## config.mk

```make
export PLATFORM = sky130hd
export DESIGN_NAME = root_port_csr
export DESIGN_NICKNAME = d
export VERILOG_FILES = /design/src/rtl/rpc_pkg.sv /design/src/rtl/rpc_change_tracker.sv /design/src/rtl/rpc_sw_ctrl.sv /design/src/rtl/root_port_csr.sv
export SDC_FILE = /design/constraint.sdc
export NUM_CORES = 1
export LEC_CHECK = 0
export BUFFER_PORTS_ARGS = -buffer_cell sky130_fd_sc_hd__buf_2
export CORE_UTILIZATION = 27
export CTS_CLUSTER_SIZE = 10
export DETAILED_ROUTE_END_ITERATION = 7
export GPL_TIMING_DRIVEN = 0
export HOLD_SLACK_MARGIN = 0.06
export PLACE_DENSITY = 0.66
export SYNTH_ARGS = -nofsm -noshare
export SYNTH_HDL_FRONTEND = slang
export SYNTH_SLANG_ARGS = --single-unit
```

## constraint.sdc

```tcl
create_clock -name clk -period 1.4 [get_ports clk]
set_clock_uncertainty 0.05 [all_clocks]
set_input_delay 0.07 -clock clk [delete_from_list [all_inputs] [get_ports clk]]
set_output_delay 0.07 -clock clk [all_outputs]
set_load 0.005 [all_outputs]
```

## src/rtl/rpc_pkg.sv

```systemverilog
package rpc_pkg;

    localparam int WORD_W  = 32;
    localparam int N_TRACK = 3;

    // Bit positions of the register word (decoded by software)
    localparam int B_CONN   = 0;
    localparam int B_CONN_F = 1;
    localparam int B_EN     = 2;
    localparam int B_EN_F   = 3;
    localparam int B_OC     = 4;
    localparam int B_OC_F   = 5;
    localparam int B_RESUME = 6;
    localparam int B_SUSP   = 7;
    localparam int B_RST    = 8;
    localparam int B_LINE   = 10;
    localparam int B_POWER  = 12;
    localparam int B_TEST   = 13;
    localparam int B_SPEED  = 17;
    localparam int TEST_W   = 4;

    typedef struct packed {
        logic [1:0] speed;
        logic [1:0] line;
        logic       oc;
        logic       en;
        logic       conn;
    } hw_stat_t;

    typedef struct packed {
        logic [TEST_W-1:0] test;
        logic              power;
        logic              prst;
        logic              susp;
        logic              resume;
    } sw_ctrl_t;

    // flags ordering: [0]=attached, [1]=enabled, [2]=overcurrent
    function automatic logic [WORD_W-1:0] build_word(input hw_stat_t s,
                                                     input logic [N_TRACK-1:0] f,
                                                     input sw_ctrl_t c);
        logic [WORD_W-1:0] w;
        w = '0;
        w[B_CONN]                 = s.conn;
        w[B_CONN_F]               = f[0];
        w[B_EN]                   = s.en;
        w[B_EN_F]                 = f[1];
        w[B_OC]                   = s.oc;
        w[B_OC_F]                 = f[2];
        w[B_RESUME]               = c.resume;
        w[B_SUSP]                 = c.susp;
        w[B_RST]                  = c.prst;
        w[B_LINE +: 2]            = s.line;
        w[B_POWER]                = c.power;
        w[B_TEST +: TEST_W]       = c.test;
        w[B_SPEED +: 2]           = s.speed;
        return w;
    endfunction

endpackage

```

## src/rtl/rpc_change_tracker.sv

```systemverilog
module rpc_change_tracker #(
    parameter int N = 3
) (
    input  logic         clk,
    input  logic         rst,
    input  logic [N-1:0] live,
    input  logic [N-1:0] clr,
    output logic [N-1:0] level_q,
    output logic [N-1:0] flag_q
);

    for (genvar i = 0; i < N; i++) begin : g_bit
        always_ff @(posedge clk) begin
            if (rst) begin
                level_q[i] <= live[i];
                flag_q[i]  <= 1'b0;
            end else begin
                level_q[i] <= live[i];
                if (live[i] != level_q[i])
                    flag_q[i] <= 1'b1;
                else if (clr[i])
                    flag_q[i] <= 1'b0;
            end
        end

        AST_FLAG_ON_EDGE: assert property (@(posedge clk) disable iff (rst)
            (live[i] != level_q[i]) |=> flag_q[i]);
        AST_FLAG_STICKY: assert property (@(posedge clk) disable iff (rst)
            (flag_q[i] && !clr[i]) |=> flag_q[i]);
        AST_FLAG_W1C: assert property (@(posedge clk) disable iff (rst)
            (clr[i] && live[i] == level_q[i]) |=> !flag_q[i]);
        AST_SET_BEATS_CLEAR: assert property (@(posedge clk) disable iff (rst)
            (clr[i] && live[i] != level_q[i]) |=> flag_q[i]);
    end

endmodule

```

## src/rtl/rpc_sw_ctrl.sv

```systemverilog
module rpc_sw_ctrl
    import rpc_pkg::*;
(
    input  logic     clk,
    input  logic     rst,
    input  logic     wr_hit,
    input  sw_ctrl_t wr_val,
    input  logic     wr_dis,
    output sw_ctrl_t ctrl_q,
    output logic     dis_q
);

    always_ff @(posedge clk) begin
        if (rst) begin
            ctrl_q <= '0;
            dis_q  <= 1'b0;
        end else begin
            if (wr_hit)
                ctrl_q <= wr_val;
            dis_q <= wr_hit && wr_dis;
        end
    end

    AST_CTRL_HOLD: assert property (@(posedge clk) disable iff (rst)
        !wr_hit |=> $stable(ctrl_q));
    AST_DIS_PULSE: assert property (@(posedge clk) disable iff (rst)
        (wr_hit && wr_dis) |=> dis_q);
    AST_DIS_QUIET: assert property (@(posedge clk) disable iff (rst)
        !(wr_hit && wr_dis) |=> !dis_q);

endmodule

```

## src/rtl/root_port_csr.sv

```systemverilog
module root_port_csr
    import rpc_pkg::*;
#(
    parameter int              ADDR_W   = 12,
    parameter logic [ADDR_W-1:0] CSR_ADDR = 12'h440
) (
    input  logic              clk,
    input  logic              rst,
    input  logic [ADDR_W-1:0] bus_addr,
    input  logic              bus_wr,
    input  logic [31:0]       bus_wdata,
    output logic [31:0]       bus_rdata,
    input  logic              hw_attached,
    input  logic              hw_enabled,
    input  logic              hw_overcurrent,
    input  logic [1:0]        hw_line,
    input  logic [1:0]        hw_speed,
    input  logic              port_irq_mask,
    output logic              port_irq,
    output logic              port_power,
    output logic              port_reset,
    output logic              port_resume,
    output logic              port_suspend,
    output logic [3:0]        port_test,
    output logic              port_disable
);

    logic               hit;
    logic               wr_hit;
    logic [N_TRACK-1:0] live_v;
    logic [N_TRACK-1:0] clr_v;
    logic [N_TRACK-1:0] level_v;
    logic [N_TRACK-1:0] flags;
    logic [1:0]         line_q;
    logic [1:0]         speed_q;
    hw_stat_t           stat;
    sw_ctrl_t           wr_val;
    sw_ctrl_t           ctrl;
    logic               unused_wdata;

    assign hit    = (bus_addr == CSR_ADDR);
    assign wr_hit = hit && bus_wr;

    assign live_v = {hw_overcurrent, hw_enabled, hw_attached};
    assign clr_v  = wr_hit ? {bus_wdata[B_OC_F], bus_wdata[B_EN_F], bus_wdata[B_CONN_F]}
                           : '0;

    rpc_change_tracker #(.N(N_TRACK)) u_track (
        .clk     (clk),
        .rst     (rst),
        .live    (live_v),
        .clr     (clr_v),
        .level_q (level_v),
        .flag_q  (flags)
    );

    always_ff @(posedge clk) begin
        line_q  <= hw_line;
        speed_q <= hw_speed;
    end

    always_comb begin
        wr_val.resume = bus_wdata[B_RESUME];
        wr_val.susp   = bus_wdata[B_SUSP];
        wr_val.prst   = bus_wdata[B_RST];
        wr_val.power  = bus_wdata[B_POWER];
        wr_val.test   = bus_wdata[B_TEST +: TEST_W];
    end

    rpc_sw_ctrl u_ctrl (
        .clk    (clk),
        .rst    (rst),
        .wr_hit (wr_hit),
        .wr_val (wr_val),
        .wr_dis (bus_wdata[B_EN]),
        .ctrl_q (ctrl),
        .dis_q  (port_disable)
    );

    always_comb begin
        stat.conn  = level_v[0];
        stat.en    = level_v[1];
        stat.oc    = level_v[2];
        stat.line  = line_q;
        stat.speed = speed_q;
    end

    assign bus_rdata    = hit ? build_word(stat, flags, ctrl) : '0;
    assign port_irq     = port_irq_mask && (|flags);
    assign port_power   = ctrl.power;
    assign port_reset   = ctrl.prst;
    assign port_resume  = ctrl.resume;
    assign port_suspend = ctrl.susp;
    assign port_test    = ctrl.test;

    assign unused_wdata = ^{bus_wdata[31:17], bus_wdata[11:9], bus_wdata[B_OC], bus_wdata[B_CONN]};

    AST_IRQ_FROM_FLAG: assert property (@(posedge clk) disable iff (rst)
        $rose(port_irq) |-> (port_irq_mask && flags != '0));
    AST_RO_ATTACH: assert property (@(posedge clk) disable iff (rst)
        hit |-> (bus_rdata[B_CONN] == level_v[0]));

endmodule

```

==> results_dict.tcl, run 1 <==
set metrics [dict create \
    nFillCells 336 \
    fin_util 0.537 \
    yosysSeqAreaShare 0.386 \
    cts.sink_count 19 \
    multi_input_area_sq_um 546 \
    crit_type "in2out" \
    vias 1014 \
    die_w_um 62.4 \
    cp_data_arrival_time_ps 1420 \
    syn_to_final_growth_pct 86.4 \
    timing.rr.end "u_track.flag_q[0]" \
    start_kind "primary input" \
    fin_crit_sh 1.10 \
    r2r-start "u_track.level_q[0]" \
    ys_async_sr_fraction 0 \
    worst_slack_ps -139 \
    numCtsBuffers 3 \
    syn_area_per_cell_sq_um 9.56 \
    first_pass_iters 4 \
    whs_path_depth 2 \
    min_period_ps 1540 \
    grt_overflow 0 \
    clk_pin_slew_worst_paths_ps 120 \
    p_total_mw 1.05 \
    hold_path_class "in2reg" \
    register_area_sq_um 380 \
    clockRootBuffer "clkbuf_4" \
    dieArea_sq_mm 0.00389 \
    clk_latency_ps 300 \
    cts_buffer_depth 2 \
    antenna_cells 0 \
    drtAntennaViolNets 0 \
    placementRows 21 \
    report.final.slew_viol_count 0 \
    cp_max_fo 5 \
    netlist_instances 103 \
    drive_gt1_frac 0.517 \
    drt-initial-drc-count 8 \
    yosys_register_bits 19 \
    synth_area_leaders "dfxtp_1 39%, and2_1 11%, buf_4 11%" \
    synth_flop_cell "dfxtp_1" \
    synth_edf_count 0 \
    yosys_warnings 0 \
    route.detailed.wl_per_inst_um 10.8 \
    drc_errors 0 \
    critPathRequiredTime_ps 1280 \
    grt_pass1_wl_um 4420 \
    yosysMostFrequentCell "dfxtp_1" \
    finalSetupViolations 18 \
    hold_viol_final 0 \
    ios 97 \
    antenna_found_initial 0 \
    grt_pass1_vias 999 \
    fin_nets 265 \
    die_h_um 62.4 \
    htreeDepth 1 \
    gp_congestion 0.709 \
    violations "negative setup slack" \
    p_leak_nw 0.941 \
    cts_tree "built" \
    status "finished with violations" \
    end_kind "output pin" \
    synthTopCellsByCount "19 x dfxtp_1, 18 x and2_1, 16 x nand2b_1" \
    timing.fmax_mhz 650 \
    initial_utilization 0.288 \
    ir_drop_mv 0.330 \
    core_sq_mm 0.00342 \
    synth_top_area_frac 0.386 \
    power_density_mw_per_mm2 573 \
    yosysUniqueCellTypes 19 \
    syn-cell-area_sq_um 985 \
    hp-start "rst" \
    routed_wl_um 2740 \
    port_buffers 61 \
    rr_worst_depth 3 \
    reg2reg_slack_ps 440 \
    synth_top_area_cell "dfxtp_1" \
    drv_cap 0 \
    grt_use_total 0.146 \
    via_per_inst 3.98 \
    whs_endpoint "u_track.flag_q[1]" \
    rsz0062_at_grt "yes" \
    grt_max_degree 12 \
    dpl.hpwl_um 1740 \
]
final cells by class:
cell class / instances / share of cell area
tap: 46 / 0.0314
buffer: 18 / 0.0736
inverter: 4 / 0.00818
clock inverter: 1 / 0.00273
sequential: 19 / 0.207
multi-input combinational: 75 / 0.297
timing repair buffer: 89 / 0.367
clock buffer: 3 / 0.0123
cell usage in the layout, fill, tap and decap left out:
cell type / count
conb_1: 14
a211oi_1: 3
clkbuf_1: 2
inv_1: 4
nor4_4: 1
and2_4: 14
xor2_1: 3
and4b_1: 1
dfxtp_1: 19
o31a_1: 1
and2_1: 4
buf_6: 21
or4_4: 2
mux2i_1: 8
buf_4: 18
clkinv_2: 1
buf_2: 46
or4bb_4: 1
nor3_4: 1
clkbuf_4: 3
nor2_1: 6
nand2b_1: 16
dlygate4sd3_1: 20
how the worst max path moves through the flow:
stage	slack [ps]	cells after the start	end	from
2_1_floorplan	10	4	u_ctrl.ctrl_q[0]	bus_addr[5]
3_3_place_gp	-310	6	bus_rdata[0]	bus_addr[8]
3_5_place_dp	-330	6	bus_rdata[3]	bus_addr[8]
4_1_cts	-110	7	bus_rdata[1]	bus_addr[2]
5_1_grt	-180	7	bus_rdata[13]	bus_addr[8]
6_report	-140	7	bus_rdata[13]	bus_addr[8]
report_power, final:
| part | internal [mW] | leakage, nW | switching, mW |
|---|---|---|---|
| sequential | 0.560 | 0.157 | 0.0109 |
| combinational | 0.127 | 0.767 | 0.0645 |
| clock | 0.107 | 0.0177 | 0.183 |
stage by stage:
stage	hold WS (ps)	area (sq um)	setup WS, ps	TNS (ps)	cells
floorplan	47.7	1030	9.94	0	116
global placement	122	1400	-313	-5790	223
detailed placement	125	1400	-328	-6020	223
CTS	162	1770	-114	-1830	254
global route	179	1840	-185	-3160	255
finish	167	1840	-139	-2080	255
critical path: stages:
cell	delay, ps
buf_6	90
or4_4	550
nor3_4	230
buf_6	150
buf_6	110
and2_4	140
buf_6	90
state kept, by name (all words and copies together) (netlist names):
register	count
u_ctrl.dis_q	1
u_track.flag_q	3
line_q	2
u_track.level_q	3
speed_q	2
u_ctrl.ctrl_q	8
routing by layer:
metal / global-route usage / routed length [um] / vias up
met2: 0.298 / 1560 / 45
met3: 0.0365 / 163 / 2
met1: 0.142 / 1000 / 453
li1: - / - / 514
met5: 0 / 0 / -
met4: 0.0349 / 14 / 0
kinds of logic after synthesis:
logic type                after synthesis  synth area share
other                                   1           0.00381
and+or+nand+nor                        46             0.321
buffers and inverters                  22             0.149
muxes                                   8            0.0813
xor gates and xnor gates                3            0.0267
DFF                                    19             0.386
AOI/OAI and AO/OA                       4            0.0318
repair_timing:
item / CTS / global route
gates cloned: 2 / 1
endpoints found under the setup margin: 18 / 25
gates resized for setup: 23 / 17
hold endpoints to repair: 19 / 0
pin swaps: 16 / 2
hold buffers: 20 / 0
setup buffers: 5 / 1
(Power assumes the default switching activity.)
==> inputs of run 2 (changes only) <==
clock period = 1.25 ns   (was 1.4 ns; I/O delays follow)
==> run 2 against run 1 <==
The run still ends with negative setup slack left. Combinational power is 14% higher. Via count is 3.3% lower. Register-to-register slack worse by 140 ps. Design area is 2.9% lower. Largest cell class unchanged. Largest power group unchanged.
==> results_dict.tcl, run 2 (same netlist as run 1, synthesis figures left out) <==
set metrics [dict create \
    status "finished with violations" \
    violations "negative setup slack" \
    cp_max_fo 10 \
    clockRootBuffer "clkbuf_4" \
    hold_path_class "in2reg" \
    ios 97 \
    dieArea_sq_mm 0.00389 \
    gp_congestion 0.634 \
    vias 981 \
    min_period_ps 1470 \
    antenna_cells 0 \
    grt_overflow 0 \
    antenna_found_initial 0 \
    clk_pin_slew_worst_paths_ps 110 \
    report.final.slew_viol_count 0 \
    p_leak_nw 0.914 \
    grt_pass1_wl_um 4130 \
    core_sq_mm 0.00342 \
    drtAntennaViolNets 0 \
    start_kind "primary input" \
    largest_register_ffs 8 \
    route.detailed.wl_per_inst_um 9.63 \
    dpl.hpwl_um 1700 \
    clk_latency_ps 290 \
    drt-initial-drc-count 2 \
    drc_errors 0 \
    cts_tree "built" \
    top_regs "u_ctrl.ctrl_q x8, u_track.flag_q x3, u_track.level_q x3" \
    gr-usage-met3 0.0201 \
    critPathRequiredTime_ps 1140 \
    grt_max_degree 11 \
    place_ws_ps -412 \
    worst_slack_ps -218 \
    top_register "u_ctrl.ctrl_q" \
    drive_gt1_frac 0.488 \
    end_kind "output pin" \
    die_w_um 62.4 \
    finalSetupViolations 23 \
    grt_use_total 0.132 \
    numCtsBuffers 3 \
    cts.sink_count 19 \
    fin_nets 261 \
    routed_wl_um 2420 \
    grt_use_met1 0.139 \
    p_total_mw 1.17 \
    gr-usage-met2 0.260 \
    hold_viol_final 0 \
    syn_to_final_growth_pct 81.1 \
    most-common-layout-cells "48 x buf_2, 20 x dlygate4sd3_1, 19 x dfxtp_1, 18 x buf_6, 16 x nand2b_1" \
    cts_buffer_depth 2 \
    grt-busiest-layer "met2" \
    placementRows 21 \
    die_h_um 62.4 \
    fin_setup_tns_ps -3810 \
    timing.fmax_mhz 681 \
    htreeDepth 1 \
    final_common_cell "buf_2" \
    port_buffers 61 \
    grt_pass1_vias 989 \
    fin_util 0.522 \
    power_density_mw_per_mm2 654 \
    crit_type "in2out" \
    fin_crit_sh 1.17 \
    drv_cap 0 \
    ir_drop_mv 0.418 \
    cp_data_arrival_time_ps 1360 \
    rsz0062_at_grt "yes" \
    initial_utilization 0.288 \
    first_pass_iters 3 \
    via_per_inst 3.91 \
]
run 2: repair_timing:
item,in CTS,in global routing
pin swaps,1,1
hold endpoints to repair,19,0
hold buffers,20,0
buffers inserted,3,0
setup endpoints to repair,26,29
resized for setup,14,4
cloned,1,0
run 2: metrics by stage:
stage | cell area (sq um) | hold WS [ps] | instances
after floorplan | 1070 | 40.2 | 116
after global placement | 1430 | 116 | 223
after detailed placement | 1430 | 117 | 223
after CTS | 1760 | 163 | 251
after global routing | 1780 | 159 | 251
final | 1780 | 147 | 251
run 2: metal layers:
layer / up-vias / wire (um) / part of all wire
met5: - / 0 / 0
li1: 508 / - / -
met2: 43 / 1270 / 0.53
met3: 2 / 151 / 0.062
met4: 0 / 13 / 0.0054
met1: 428 / 978 / 0.40
run 2: final timing paths:
| path | startpoint | cells past startpoint | slack, ps | end |
|---|---|---|---|---|
| setup / recovery | bus_addr[5] | 6 | -220 | bus_rdata[4] |
| hold / removal | rst | 2 | 150 | u_track.flag_q[1] |
| setup reg to reg | u_track.level_q[2] | 3 | 300 | u_track.flag_q[2] |
| hold reg to reg | u_ctrl.ctrl_q[6] | 2 | 440 | u_ctrl.ctrl_q[6] |
run 2: cell type report:
cell class | count | area, sq um
plain buffers | 18 | 135
clock buffers | 4 | 26.3
fillers | 337 | 1630
inverters | 4 | 15.0
multi-input cells | 75 | 541
flip-flops and latches | 19 | 380
well taps | 46 | 57.6
repair buffers | 85 | 628
run 2: report_power, final:
part	switching [mW]	internal, mW	total (mW)
clock	0.188	0.124	0.312
combinational	0.0727	0.145	0.217
sequential	0.0113	0.627	0.638
run 2: worst max-delay path, stage by stage:
cell	delay [ps]
buf_6	90
or4_4	560
nor3_4	250
buf_6	170
and2_4	140
buf_6	80
